$ cat src/rtl/gpio_bank_pkg.sv
package gpio_bank_pkg;
  localparam int GRP_CNT     = 9;
  localparam int CFG_LO      = 1;
  localparam int CFG_HI      = 7;
  localparam int SYNC_STAGES = 2;

  localparam int GRP_LEVEL = 0;
  localparam int GRP_DATA  = 1;
  localparam int GRP_MASK  = 2;
  localparam int GRP_PULL  = 3;
  localparam int GRP_FUNC  = 4;
  localparam int GRP_SEL   = 5;
  localparam int GRP_DIR   = 6;
  localparam int GRP_TRIG  = 7;
  localparam int GRP_FLAG  = 8;

  // view within a group, from addr[3:2]
  typedef enum logic [1:0] {
    VIEW_READ = 2'd0,
    VIEW_SET  = 2'd1,
    VIEW_CLR  = 2'd2,
    VIEW_NONE = 2'd3
  } view_e;

  typedef struct packed {
    logic [GRP_CNT-1:0] setEn;
    logic [GRP_CNT-1:0] clrEn;
    logic               rdHit;
    logic [3:0]         rdGrp;
  } strobe_t;
endpackage

$ cat src/rtl/gpio_bank_ctrl.sv
module gpio_bank_ctrl
  import gpio_bank_pkg::*;
#(
  parameter int ADDR_W = 8
) (
  input  logic              clk,
  input  logic              rstN,
  input  logic              wrEn,
  input  logic              rdEn,
  input  logic [ADDR_W-1:0] addr,
  output strobe_t           strb
);
  logic [3:0] grpIdx;
  view_e      view;
  logic       addrOk;

  assign grpIdx = addr[7:4];
  assign view   = view_e'(addr[3:2]);
  assign addrOk = (addr[1:0] == 2'b00) && ((addr >> 8) == '0) && (int'(grpIdx) < GRP_CNT);

  always_comb begin
    strb = '0;
    if (wrEn && addrOk) begin
      for (int g = 0; g < GRP_CNT; g++) begin
        if (grpIdx == 4'(g)) begin
          if (g == GRP_FLAG) begin
            strb.clrEn[g] = (view == VIEW_SET);
          end else if (g != GRP_LEVEL) begin
            strb.setEn[g] = (view == VIEW_SET);
            strb.clrEn[g] = (view == VIEW_CLR);
          end
        end
      end
    end
    if (rdEn && addrOk && view == VIEW_READ) begin
      strb.rdHit = 1'b1;
      strb.rdGrp = grpIdx;
    end
  end

  // at most one group/view updated per write
  p_one_strobe_r11: assert property (@(posedge clk) disable iff (!rstN)
    $onehot0({strb.setEn, strb.clrEn}));

  // a write to a readable view or a misaligned address touches nothing
  p_ro_view_r11: assert property (@(posedge clk) disable iff (!rstN)
    (wrEn && (addr[3:2] == 2'b00 || addr[1:0] != 2'b00)) |-> (strb.setEn == '0 && strb.clrEn == '0));

  // no read hit without rdEn
  p_rd_gate_r11: assert property (@(posedge clk) disable iff (!rstN)
    !rdEn |-> !strb.rdHit);
endmodule

$ cat src/rtl/gpio_bank_sync.sv
module gpio_bank_sync #(
  parameter int W      = 32,
  parameter int STAGES = 2
) (
  input  logic         clk,
  input  logic         rstN,
  input  logic [W-1:0] dIn,
  output logic [W-1:0] dOut
);
  logic [STAGES-1:0][W-1:0] stageQ;

  always_ff @(posedge clk or negedge rstN) begin
    if (!rstN) begin
      stageQ <= '0;
    end else begin
      stageQ[0] <= dIn;
      for (int s = 1; s < STAGES; s++) stageQ[s] <= stageQ[s-1];
    end
  end

  assign dOut = stageQ[STAGES-1];
endmodule

$ cat src/rtl/gpio_bank_dp.sv
module gpio_bank_dp
  import gpio_bank_pkg::*;
#(
  parameter int PIN_CNT = 32
) (
  input  logic               clk,
  input  logic               rstN,
  input  strobe_t            strb,
  input  logic [PIN_CNT-1:0] wrMask,
  input  logic [PIN_CNT-1:0] padIn,
  input  logic [PIN_CNT-1:0] irqFlagIn,
  output logic [PIN_CNT-1:0] rdData,
  output logic [PIN_CNT-1:0] padOut,
  output logic [PIN_CNT-1:0] padOutEn,
  output logic [PIN_CNT-1:0] padPullEn,
  output logic [PIN_CNT-1:0] padAltEn,
  output logic [PIN_CNT-1:0] padAltSel,
  output logic [PIN_CNT-1:0] irqMask,
  output logic [PIN_CNT-1:0] irqFun,
  output logic [PIN_CNT-1:0] irqSel,
  output logic [PIN_CNT-1:0] irqDir,
  output logic [PIN_CNT-1:0] irqTrig,
  output logic [PIN_CNT-1:0] irqFlag
);
  logic [CFG_HI:CFG_LO][PIN_CNT-1:0] cfgQ;
  logic [PIN_CNT-1:0] flagQ;
  logic [PIN_CNT-1:0] levelSync;
  logic [1:0]         warmQ;

  gpio_bank_sync #(.W(PIN_CNT), .STAGES(SYNC_STAGES)) uSync (
    .clk(clk), .rstN(rstN), .dIn(padIn), .dOut(levelSync)
  );

  always_ff @(posedge clk or negedge rstN) begin
    if (!rstN) begin
      for (int g = CFG_LO; g <= CFG_HI; g++) cfgQ[g] <= (g == GRP_MASK) ? '1 : '0;
    end else begin
      for (int g = CFG_LO; g <= CFG_HI; g++) begin
        if (strb.setEn[g])      cfgQ[g] <= cfgQ[g] | wrMask;
        else if (strb.clrEn[g]) cfgQ[g] <= cfgQ[g] & ~wrMask;
      end
    end
  end

  // a fresh event outranks a simultaneous clear
  always_ff @(posedge clk or negedge rstN) begin
    if (!rstN) flagQ <= '0;
    else       flagQ <= (flagQ & ~(strb.clrEn[GRP_FLAG] ? wrMask : '0)) | irqFlagIn;
  end

  always_ff @(posedge clk or negedge rstN) begin
    if (!rstN)               warmQ <= '0;
    else if (warmQ != 2'd3)  warmQ <= warmQ + 2'd1;
  end

  always_comb begin
    rdData = '0;
    if (strb.rdHit) begin
      if (strb.rdGrp == 4'(GRP_LEVEL)) rdData = levelSync;
      if (strb.rdGrp == 4'(GRP_FLAG))  rdData = flagQ;
      for (int g = CFG_LO; g <= CFG_HI; g++)
        if (strb.rdGrp == 4'(g)) rdData = cfgQ[g];
    end
  end

  assign padOut    = cfgQ[GRP_DATA];
  assign padOutEn  = cfgQ[GRP_DIR] & ~cfgQ[GRP_FUNC] & ~cfgQ[GRP_SEL];
  assign padPullEn = ~cfgQ[GRP_PULL];
  assign padAltEn  = cfgQ[GRP_FUNC];
  assign padAltSel = cfgQ[GRP_SEL];
  assign irqMask   = cfgQ[GRP_MASK];
  assign irqFun    = cfgQ[GRP_FUNC];
  assign irqSel    = cfgQ[GRP_SEL];
  assign irqDir    = cfgQ[GRP_DIR];
  assign irqTrig   = cfgQ[GRP_TRIG];
  assign irqFlag   = flagQ;

  // set view raises the written bits and keeps the rest
  p_set_raise_r2: assert property (@(posedge clk) disable iff (!rstN)
    strb.setEn[GRP_DATA] |=> ((padOut & $past(wrMask)) == $past(wrMask)));
  p_set_keep_r2: assert property (@(posedge clk) disable iff (!rstN)
    strb.setEn[GRP_DATA] |=> ((padOut & ~$past(wrMask)) == ($past(padOut) & ~$past(wrMask))));

  // clear view drops the written bits
  p_clr_drop_r3: assert property (@(posedge clk) disable iff (!rstN)
    strb.clrEn[GRP_DIR] |=> ((irqDir & $past(wrMask)) == '0));

  // without a strobe the group holds
  p_hold_r11: assert property (@(posedge clk) disable iff (!rstN)
    (!strb.setEn[GRP_DIR] && !strb.clrEn[GRP_DIR]) |=> $stable(irqDir));

  // read-only groups never receive write strobes
  p_no_ro_strobe_r11: assert property (@(posedge clk) disable iff (!rstN)
    !(strb.setEn[GRP_LEVEL] || strb.clrEn[GRP_LEVEL] || strb.setEn[GRP_FLAG]));

  // an incoming event is always recorded
  p_flag_win_r10: assert property (@(posedge clk) disable iff (!rstN)
    (irqFlagIn != '0) |=> ((irqFlag & $past(irqFlagIn)) == $past(irqFlagIn)));

  // level view lags the pads by two edges
  p_sync_lag_r5: assert property (@(posedge clk) disable iff (!rstN)
    (warmQ >= 2'd2) |-> (levelSync == $past(padIn, 2)));
endmodule

$ cat src/rtl/gpio_port_bank.sv
module gpio_port_bank
  import gpio_bank_pkg::*;
#(
  parameter int PIN_CNT = 32,
  parameter int ADDR_W  = 8
) (
  input  logic               clk,
  input  logic               rstN,
  input  logic               wrEn,
  input  logic               rdEn,
  input  logic [ADDR_W-1:0]  addr,
  input  logic [PIN_CNT-1:0] wrData,
  output logic [PIN_CNT-1:0] rdData,
  input  logic [PIN_CNT-1:0] padIn,
  output logic [PIN_CNT-1:0] padOut,
  output logic [PIN_CNT-1:0] padOutEn,
  output logic [PIN_CNT-1:0] padPullEn,
  output logic [PIN_CNT-1:0] padAltEn,
  output logic [PIN_CNT-1:0] padAltSel,
  input  logic [PIN_CNT-1:0] irqFlagIn,
  output logic [PIN_CNT-1:0] irqMask,
  output logic [PIN_CNT-1:0] irqFun,
  output logic [PIN_CNT-1:0] irqSel,
  output logic [PIN_CNT-1:0] irqDir,
  output logic [PIN_CNT-1:0] irqTrig,
  output logic [PIN_CNT-1:0] irqFlag
);
  strobe_t strb;

  gpio_bank_ctrl #(.ADDR_W(ADDR_W)) uCtrl (
    .clk(clk), .rstN(rstN), .wrEn(wrEn), .rdEn(rdEn), .addr(addr), .strb(strb)
  );

  gpio_bank_dp #(.PIN_CNT(PIN_CNT)) uDp (
    .clk(clk), .rstN(rstN), .strb(strb), .wrMask(wrData), .padIn(padIn),
    .irqFlagIn(irqFlagIn), .rdData(rdData), .padOut(padOut), .padOutEn(padOutEn),
    .padPullEn(padPullEn), .padAltEn(padAltEn), .padAltSel(padAltSel),
    .irqMask(irqMask), .irqFun(irqFun), .irqSel(irqSel), .irqDir(irqDir),
    .irqTrig(irqTrig), .irqFlag(irqFlag)
  );
endmodule

$ cat config.mk
export PLATFORM = sky130hd
export DESIGN_NAME = gpio_port_bank
export DESIGN_NICKNAME = d
export VERILOG_FILES = /design/src/rtl/gpio_bank_pkg.sv /design/src/rtl/gpio_bank_ctrl.sv /design/src/rtl/gpio_bank_sync.sv /design/src/rtl/gpio_bank_dp.sv /design/src/rtl/gpio_port_bank.sv
export SDC_FILE = /design/constraint.sdc
export NUM_CORES = 1
export LEC_CHECK = 0
export BUFFER_PORTS_ARGS = -buffer_cell sky130_fd_sc_hd__buf_4
export CAP_MARGIN = 15
export CORE_MARGIN = 5
export CORE_UTILIZATION = 50
export CTS_CLUSTER_DIAMETER = 60
export DETAILED_ROUTE_END_ITERATION = 8
export PLACE_DENSITY = 0.77
export SETUP_SLACK_MARGIN = 0.2
export SYNTH_ARGS = -nofsm -noshare
export SYNTH_HDL_FRONTEND = slang
export SYNTH_HIERARCHICAL = 1
export SYNTH_SLANG_ARGS = --single-unit
$ cat constraint.sdc
create_clock -name clk -period 15.15 [get_ports clk]
set_clock_uncertainty 0.05 [all_clocks]
set_input_delay 4.545 -clock clk [delete_from_list [all_inputs] [get_ports clk]]
set_output_delay 4.545 -clock clk [all_outputs]
set_load 0.1 [all_outputs]
# After elaboration in Yosys (flattened, before gate mapping)
# Cells that the tools add are included.
# word_totals
register_bits,320
output_inout_bits,384
wordCells,109
# op_classes
n_lt_le_gt_ge,1
n_eq_ne,18
n_mux,43
n_bitwise,23
n_reduce_logical,14
# op_table
op,n
32-bit two-way mux,25
32-bit AND,10
32-bit OR,8
32-bit inverter,5
4-bit by 3-bit equality test with 1-bit output (second input constant),8
4-bit by 2-bit equality test with 1-bit output (second input constant),4
1-bit two-way mux,15
2-bit nonzero test,7
4-bit by 1-bit equality test with 1-bit output (second input constant),2
4-bit equality test (second input constant),2
8-bit two-way mux,1
7-bit two-way mux,1
5-bit two-way mux,1
1-bit logical AND,4
2-bit zero test,2
4-bit zero test,1
4-bit < comparator (second input constant),1
2-bit by 1-bit equality test with 1-bit output (second input constant),1
2-bit equality test (second input constant),1

# Longest topological paths before layout
# Gate-level depths: netlist of run 1.
# logic_depth
ltp_word,16
ltp_mapped,11

# By module
# Netlist of run 1, hierarchy kept.
# modules_own_cells
mod,instances,cells_per_inst,area_per_inst_um2,seq_area_each_um2
gpio_bank_dp,1,1622,15254.6,6446.2
gpio_bank_sync,1,96,1841.8,1601.5
gpio_bank_ctrl,1,44,287.8,0.0

# Worst setup path after synthesis of run 1
# Ideal clock, no wire load.
# synth_path
kind,input to output
start,in addr[3]
end,out rdData[30]
arrival_ns,9.065
required_ns,10.555
path_slack_ns,1.490
stages,11
n_path_buf,4
cell_sequence,or3_1 clkbuf_1 nor4_1 buf_6 buf_4 buf_4 o22a_1 nor2_1 o22ai_1 nor2_1 nor4_1
# synth_rtl
element,line_no,source
from (decl),gpio_port_bank.sv:11,"input logic [ADDR_W-1:0] addr,"
to (decl),gpio_port_bank.sv:13,"output logic [PIN_CNT-1:0] rdData,"

==> results of run 1 <==
## stage by stage
stage	instance area, sq um	setup WS [ps]	hold slack, ps	power (mW)
5_1_grt	20400	2040	300	2.30
2_1_floorplan	17400	1490	281	1.27
6_report	20400	2040	295	2.23
3_3_place_gp	19200	2320	284	1.35
3_5_place_dp	19200	2250	285	1.35
4_1_cts	20400	2220	294	2.24
## worst paths after layout
check	start	end	slack, ps	cells after the start
max reg2reg	register	register	14250	1
min	uDp/uSync/stageQ[19]$_DFF_PN0_	uDp/uSync/dOut[19]$_DFF_PN0_	290	0
min in group asynchronous	rstN	uDp/irqFlag[10]$_DFF_PN0_	4060	1
max	addr[3]	rdData[30]	2040	9
min reg2reg	uDp/uSync/stageQ[19]$_DFF_PN0_	uDp/uSync/dOut[19]$_DFF_PN0_	290	0
max in group asynchronous	rstN	uDp/uSync/stageQ[19]$_DFF_PN0_	8790	3
## power by group through the flow
stage               combinational [mW]  clock, mW  sequential, mW
detailed placement               0.417          0           0.936
finish                           0.417      0.896           0.922
floorplan                        0.346          0           0.922
CTS                              0.417      0.904           0.921
global placement                 0.414          0           0.935
global route                     0.430      0.940           0.925
## layout make-up
class                      count  area [sq um]
inverter                      42           158
sequential                   320          8050
multi-input combinational    970          6460
clock inverter                15           164
timing repair buffer         522          3950
clock buffer                  49          1050
tap                          455           569
fill                        2880         14000
## routing by layer
| metal | vias up | wire (um) |
|---|---|---|
| li1 | 6192 | - |
| met1 | 7331 | 24300 |
| met2 | 1125 | 30300 |
| met3 | 223 | 7130 |
| met4 | 0 | 3050 |
| met5 | - | 0 |
## worst max-delay path: stages
cell and delay [ps]:
buf_4 120, or3_1 590, nor3_2 1090, buf_12 350, nor2b_4 70, nand3_2 720, o21ai_0 170, nor4_1 430
buf_4 370
==> results_dict.tcl, run 1 <==
set metrics [dict create \
    outcome "completed" \
    worst_ep_arrival_time_ps 8510 \
    grt_overflow 0 \
    wl_um 64700 \
    syn2layout_area_growth_pct 17.6 \
    period_share_pct 86.5 \
    worstPathMaxFanout 38 \
    cp_data_required_time_ps 10560 \
    power_density_nw_per_um2 110 \
    htreeDepth 2 \
    num-nets-final 2000 \
    cap_violations 0 \
    die_y_um 196 \
    start_util_pct 50.5 \
    final_hold_viol_count 0 \
    p_seq_share_pct 41.3 \
    first_pass_iters 5 \
    stdcell_count 2373 \
    clock-root-buffer "clkbuf_16" \
    postLayoutCoreUtil_pct 59.4 \
    p_clk_share_pct 40.1 \
    finalSetupViolations 0 \
    finalCriticalPeriod_ps 13110 \
    drt_drc_violations_left 0 \
    grt_pass1_vias 14800 \
    cts.repair_timing.setup_buffer_count 0 \
    end_kind "primary output" \
    slew_headroom_pct 13.8 \
    tritoncts "yes" \
    peakVddDrop_mv 0.0686 \
    synth-warning-count 6 \
    p_comb_share_pct 18.6 \
    syn_inst 1758 \
    grt_max_degree 114 \
    grt-busiest-layer "met2" \
    rsz0062_at_grt "no" \
    clockBufferDepth 3 \
    syn_area_sq_um 17400 \
    startpoint_type "input pin" \
    fmax_mhz 76.3 \
    min_path_type "register to register" \
    layout_common_cells "buf_4 (519), nand2_1 (312), dfrtp_1 (288), a22o_1 (224), a21o_1 (54)" \
    cts_hold_buf 0 \
    ant_nets 0 \
    drive_gt1_share_pct 35.1 \
    met3_usage_pct 7.52 \
    die-area_sq_um 38500 \
    grtUsageMet2_pct 51.3 \
    place_inst 2309 \
    die_x_um 196 \
    leakagePower_nw 9.17 \
    dp_hpwl_um 42600 \
    setup.worst_path.class "input pin to primary output" \
    routed-via-count 14900 \
    cts_buffers 36 \
    io_buffers 491 \
    place.gp.congestion 0.936 \
    switching_share_pct 32.1 \
    worstMarginPinSlew_ps 1290 \
    placementRows 68 \
    ioPinCount 492 \
    path_clk_slew_ps 60 \
    met1_usage_pct 41.4 \
    syn-num-nets 1866 \
    grt_pass1_wl_um 94200 \
    p_sw_uw 717 \
    grt_use_total_pct 31.9 \
    vias_per_cell 6.27 \
    wire_per_inst_um 27.3 \
    drt_iter0_markers 1442 \
    final_common_cell "buf_4" \
    coreArea_sq_um 34400 \
    antenna_found_initial 0 \
    final.setup.tns_ps 0 \
    cts.sinks 320 \
    internal_power_mw 1.52 \
    synth_area_per_cell_sq_um 9.87 \
    ctsResizeCount 0 \
    maxSlewViolCount 0 \
    antenna_cells 0 \
    clock_latency_ps 510 \
]
No activity file was read; power rests on OpenSTA's default activity.
==> inputs of run 2 (changes only) <==
--- a/config.mk
+++ b/config.mk
@@ -8,10 +8,10 @@
 export BUFFER_PORTS_ARGS = -buffer_cell sky130_fd_sc_hd__buf_4
 export CAP_MARGIN = 15
 export CORE_MARGIN = 5
-export CORE_UTILIZATION = 50
+export CORE_UTILIZATION = 44
 export CTS_CLUSTER_DIAMETER = 60
 export DETAILED_ROUTE_END_ITERATION = 8
-export PLACE_DENSITY = 0.77
+export PLACE_DENSITY = 0.69
 export SETUP_SLACK_MARGIN = 0.2
 export SYNTH_ARGS = -nofsm -noshare
 export SYNTH_HDL_FRONTEND = slang
==> results_dict.tcl, run 2 (synthesis results as in run 1) <==
set metrics [dict create \
    min_path_type "register to register" \
    syn2layout_area_growth_pct 18.8 \
    setup.worst_path.class "input pin to primary output" \
    vias_per_cell 5.99 \
    finalCriticalPeriod_ps 13030 \
    wl_um 65900 \
    finalSetupViolations 0 \
    fmax_mhz 76.8 \
    ioPinCount 492 \
    cp_cell_sequence "buf_4 > or3_1 > nor4_2 > buf_4 > nand2b_2 > buf_4 > nor2_4 > a221oi_1 > o211ai_1 > o2111a_1 > buf_4" \
    grt_pass1_wl_um 96100 \
    routed-via-count 14700 \
    io_buffers 491 \
    path_common_cell "buf_4" \
    wire_per_inst_um 26.9 \
    outcome "completed" \
    cap_violations 0 \
    ctsResizeCount 0 \
    clock_latency_ps 520 \
    worst_ep_arrival_time_ps 8430 \
    cp_data_required_time_ps 10560 \
    dp_hpwl_um 42700 \
    clockBufferDepth 3 \
    cts.repair_timing.setup_buffer_count 0 \
    cts.sinks 320 \
    leakagePower_nw 9.25 \
    grt_max_degree 116 \
    ant_nets 0 \
    rsz0062_at_grt "no" \
    tritoncts "yes" \
    coreArea_sq_um 38800 \
    antenna_cells 0 \
    grt_use_total_pct 28.7 \
    grt_pass1_vias 14500 \
    maxSlewViolCount 0 \
    cts_hold_buf 0 \
    placementRows 72 \
    cts_buffers 38 \
    final.setup.tns_ps 0 \
    start_util_pct 44.7 \
    peakVddDrop_mv 0.0739 \
    end_kind "primary output" \
    period_share_pct 86.0 \
    drt_drc_violations_left 0 \
    first_pass_iters 9 \
    startpoint "addr[3]" \
    antenna_found_initial 2 \
    die_y_um 209 \
    drt_iter0_markers 1324 \
    worstPathMaxFanout 44 \
    hold_ws_ps 293 \
    place.gp.congestion 0.921 \
    postLayoutCoreUtil_pct 53.1 \
    cpPeakStageDelay_ps 990 \
    power_mw 2.29 \
    final_hold_viol_count 0 \
    grt_overflow 0 \
    htreeDepth 2 \
    power_density_nw_per_um2 111 \
    drive_gt1_share_pct 35.4 \
    layout_common_cells "buf_4 (524), nand2_1 (312), dfrtp_1 (288), a22o_1 (224), a21o_1 (54)" \
    die_x_um 209 \
    die-area_sq_um 43500 \
    slowest_stage "nor2_4" \
    startpoint_type "input pin" \
    num-nets-final 2007 \
    final_common_cell "buf_4" \
    place_worst_setup_slack_ps 2210 \
    finalWorstSetupSlack_ps 2120 \
    worstMarginPinSlew_ps 1250 \
    slew_headroom_pct 16.7 \
    min_from "uDp/uSync/stageQ[16]$_DFF_PN0_" \
    path_clk_slew_ps 60 \
    clock-root-buffer "clkbuf_16" \
]
-- run 2: cell types whose count changed in the layout (fill, tap and decap cells not counted), sizes merged --
cell    change
clkbuf      +8
buf         +5
clkinv      -3
inv         +2
bufinv      -1
-- run 2: path summary, 6_finish.rpt --
path                                                 to  slack, ps  cells past startpoint
max in group asynchronous                     async pin       8560                      3
setup reg to reg                               register      14230                      1
min in group asynchronous                     async pin       4060                      1
setup / recovery                             rdData[26]       2120                     11
hold reg to reg            uDp/uSync/dOut[16]$_DFF_PN0_        290                      0
hold / removal             uDp/uSync/dOut[16]$_DFF_PN0_        290                      0
-- run 2: critical path, delay by kind of cell --
| family | cells | cell delay, ps |
|---|---|---|
| simple gates | 4 | 1980 |
| compound gates | 3 | 640 |
| buf+inv | 4 | 1220 |
-- run 2: layout make-up --
cell class                      count  area [sq um]
Fill cell                        3445         18200
Sequential cell                   320          8050
Multi-Input combinational cell    970          6460
Timing Repair Buffer              527          3970
Clock buffer                       57          1200
Tap cell                          518           648
Inverter                           42           158
Clock inverter                     13           138
-- run 2: per-stage QoR --
| step | area [sq um] | instances |
|---|---|---|
| after floorplan | 17400 | 1758 |
| after global placement | 19300 | 2375 |
| after detailed placement | 19300 | 2375 |
| after CTS | 20600 | 2445 |
| after global routing | 20600 | 2447 |
| final | 20600 | 2447 |
-- run 2: where the power goes --
group / switching, mW / internal [mW]
clock network: 0.366 / 0.584
registers: 0.0334 / 0.888
logic: 0.326 / 0.0902
-- run 2: routing by layer --
layer  share of wire (%)  vias to the layer above  global-route usage [%]
met5                   0                        -                       0
met3                  11                      175                    7.57
met2                  46                      970                    45.1
li1                    -                     6235                       -
met4                 3.3                        0                    9.54
met1                  40                     7289                    39.0
==> inputs of run 3 (changes only) <==
--- a/config.mk
+++ b/config.mk
@@ -5,7 +5,7 @@
 export SDC_FILE = /design/constraint.sdc
 export NUM_CORES = 1
 export LEC_CHECK = 0
-export BUFFER_PORTS_ARGS = -buffer_cell sky130_fd_sc_hd__buf_4
+export BUFFER_PORTS_ARGS = -buffer_cell sky130_fd_sc_hd__buf_2
 export CAP_MARGIN = 15
 export CORE_MARGIN = 5
 export CORE_UTILIZATION = 44
==> results_dict.tcl, run 3 (synthesis results as in run 1) <==
set metrics [dict create \
    outcome "completed" \
    routed-via-count 14600 \
    ant_nets 0 \
    p_comb_share_pct 17.5 \
    slew_headroom_pct 18.2 \
    final_common_cell "buf_2" \
    period_share_pct 86.5 \
    coreArea_sq_um 38800 \
    rsz0062_at_grt "no" \
    die-area_sq_um 43500 \
    grt_pass1_vias 14200 \
    p_seq_share_pct 41.4 \
    setup.worst_path.class "input pin to primary output" \
    grt_use_total_pct 28.5 \
    num-nets-final 2003 \
    peakVddDrop_mv 0.0739 \
    die_x_um 209 \
    syn2layout_area_growth_pct 11.3 \
    fillerInstances 3560 \
    startpoint_type "input pin" \
    layout_common_cells "buf_2 (490), nand2_1 (312), dfrtp_1 (288), a22o_1 (224), a21o_1 (54)" \
    start_util_pct 44.7 \
    cap_violations 0 \
    cp_data_required_time_ps 10560 \
    place_inst 2370 \
    drive_gt1_share_pct 35.0 \
    drt_iter0_markers 1598 \
    cts_hold_buf 0 \
    met1_usage_pct 38.3 \
    place.gp.congestion 0.910 \
    finalCriticalPeriod_ps 13100 \
    maxSlewViolCount 0 \
    p_sw_uw 724 \
    clock_latency_ps 540 \
    die_y_um 209 \
    met3_usage_pct 7.27 \
    first_pass_iters 6 \
    antenna_cells 0 \
    switching_share_pct 32.6 \
    power_density_nw_per_um2 115 \
    final.setup.tns_ps 0 \
    grt-busiest-layer "met2" \
    worst_ep_arrival_time_ps 8500 \
    cts.repair_timing.setup_buffer_count 0 \
    clockBufferDepth 3 \
    cts_buffers 38 \
    antenna_found_initial 1 \
    end_kind "primary output" \
    worstPathMaxFanout 28 \
    htreeDepth 2 \
    grtUsageMet2_pct 45.7 \
    final_hold_viol_count 0 \
    ioPinCount 492 \
    worstMarginPinSlew_ps 1230 \
    vias_per_cell 5.96 \
    leakagePower_nw 9.01 \
    fmax_mhz 76.3 \
    grt_max_degree 114 \
    placementRows 72 \
    dp_hpwl_um 41400 \
    grt_pass1_wl_um 94800 \
    grt_overflow 0 \
    path_clk_slew_ps 60 \
    wl_um 65200 \
    internal_power_mw 1.50 \
    power_mw 2.22 \
    min_path_type "register to register" \
    io_buffers 491 \
    drt_drc_violations_left 0 \
    p_clk_share_pct 41.1 \
    worstHoldPathCells 0 \
    clock-root-buffer "clkbuf_16" \
    ctsResizeCount 0 \
    finalSetupViolations 0 \
    tritoncts "yes" \
    cts.sinks 320 \
    stdcell_count 2442 \
    wire_per_inst_um 26.7 \
    r2r_cells 1 \
]
==> run 3: changes by cell type in the layout (fill, tap and decap cells not counted), sizes merged <==
cell and change:
buf -4, bufinv -1, clkbuf +1, clkinv +2, clkinvlp -1, inv -2
==> run 3: area by class of cell <==
class | instances | area [sq um] | share of cell area, %
Clock buffer | 58 | 1160 | 6.00
Clock inverter | 11 | 92.6 | 0.479
Inverter | 42 | 158 | 0.816
Multi-Input combinational cell | 970 | 6460 | 33.5
Sequential cell | 320 | 8050 | 41.7
Tap cell | 518 | 648 | 3.36
Timing Repair Buffer | 523 | 2750 | 14.2
==> run 3: stage by stage <==
stage / utilization (%) / instance area [sq um] / hold slack (ps) / setup WS (ps)
6_report: 49.8 / 19300 / 295 / 2050
2_1_floorplan: - / 17400 / 281 / 1490
3_3_place_gp: 46.4 / 18000 / 282 / 2190
3_5_place_dp: 46.4 / 18000 / 285 / 2100
5_1_grt: 49.8 / 19300 / 301 / 1960
4_1_cts: 49.6 / 19300 / 297 / 2050
==> run 3: power groups by stage <==
| stage | Clock (mW) | Combinational (mW) | Sequential [mW] |
|---|---|---|---|
| after floorplan | 0 | 0.346 | 0.922 |
| final | 0.915 | 0.389 | 0.920 |
| after global routing | 0.968 | 0.403 | 0.923 |
| after detailed placement | 0 | 0.389 | 0.934 |
| after CTS | 0.931 | 0.389 | 0.919 |
| after global placement | 0 | 0.386 | 0.933 |
==> run 3: final timing paths <==
path	to	startpoint	slack, ps
min in group asynchronous	uDp/uSync/stageQ[25]$_DFF_PN0_	rstN	4010
min reg2reg	uDp/uSync/dOut[5]$_DFF_PN0_	uDp/uSync/stageQ[5]$_DFF_PN0_	300
min	uDp/uSync/dOut[5]$_DFF_PN0_	uDp/uSync/stageQ[5]$_DFF_PN0_	300
max reg2reg	register	register	14260
max in group asynchronous	async pin	rstN	8780
max	rdData[21]	addr[3]	2050
==> run 3: routing by layer <==
layer  vias up  wire [um]
met3       166       7050
met2      1002      29900
met1      7181      26200
met5         -          0
met4         0       2020
li1       6204          -
==> run 3: worst max-delay path, stage by stage <==
cell	delay (ps)
buf_2	120
or3_1	600
nor4_2	360
buf_4	440
nand2b_2	880
nor2_4	310
buf_16	270
a221oi_1	300
o211ai_1	150
o2111a_1	190
buf_2	300
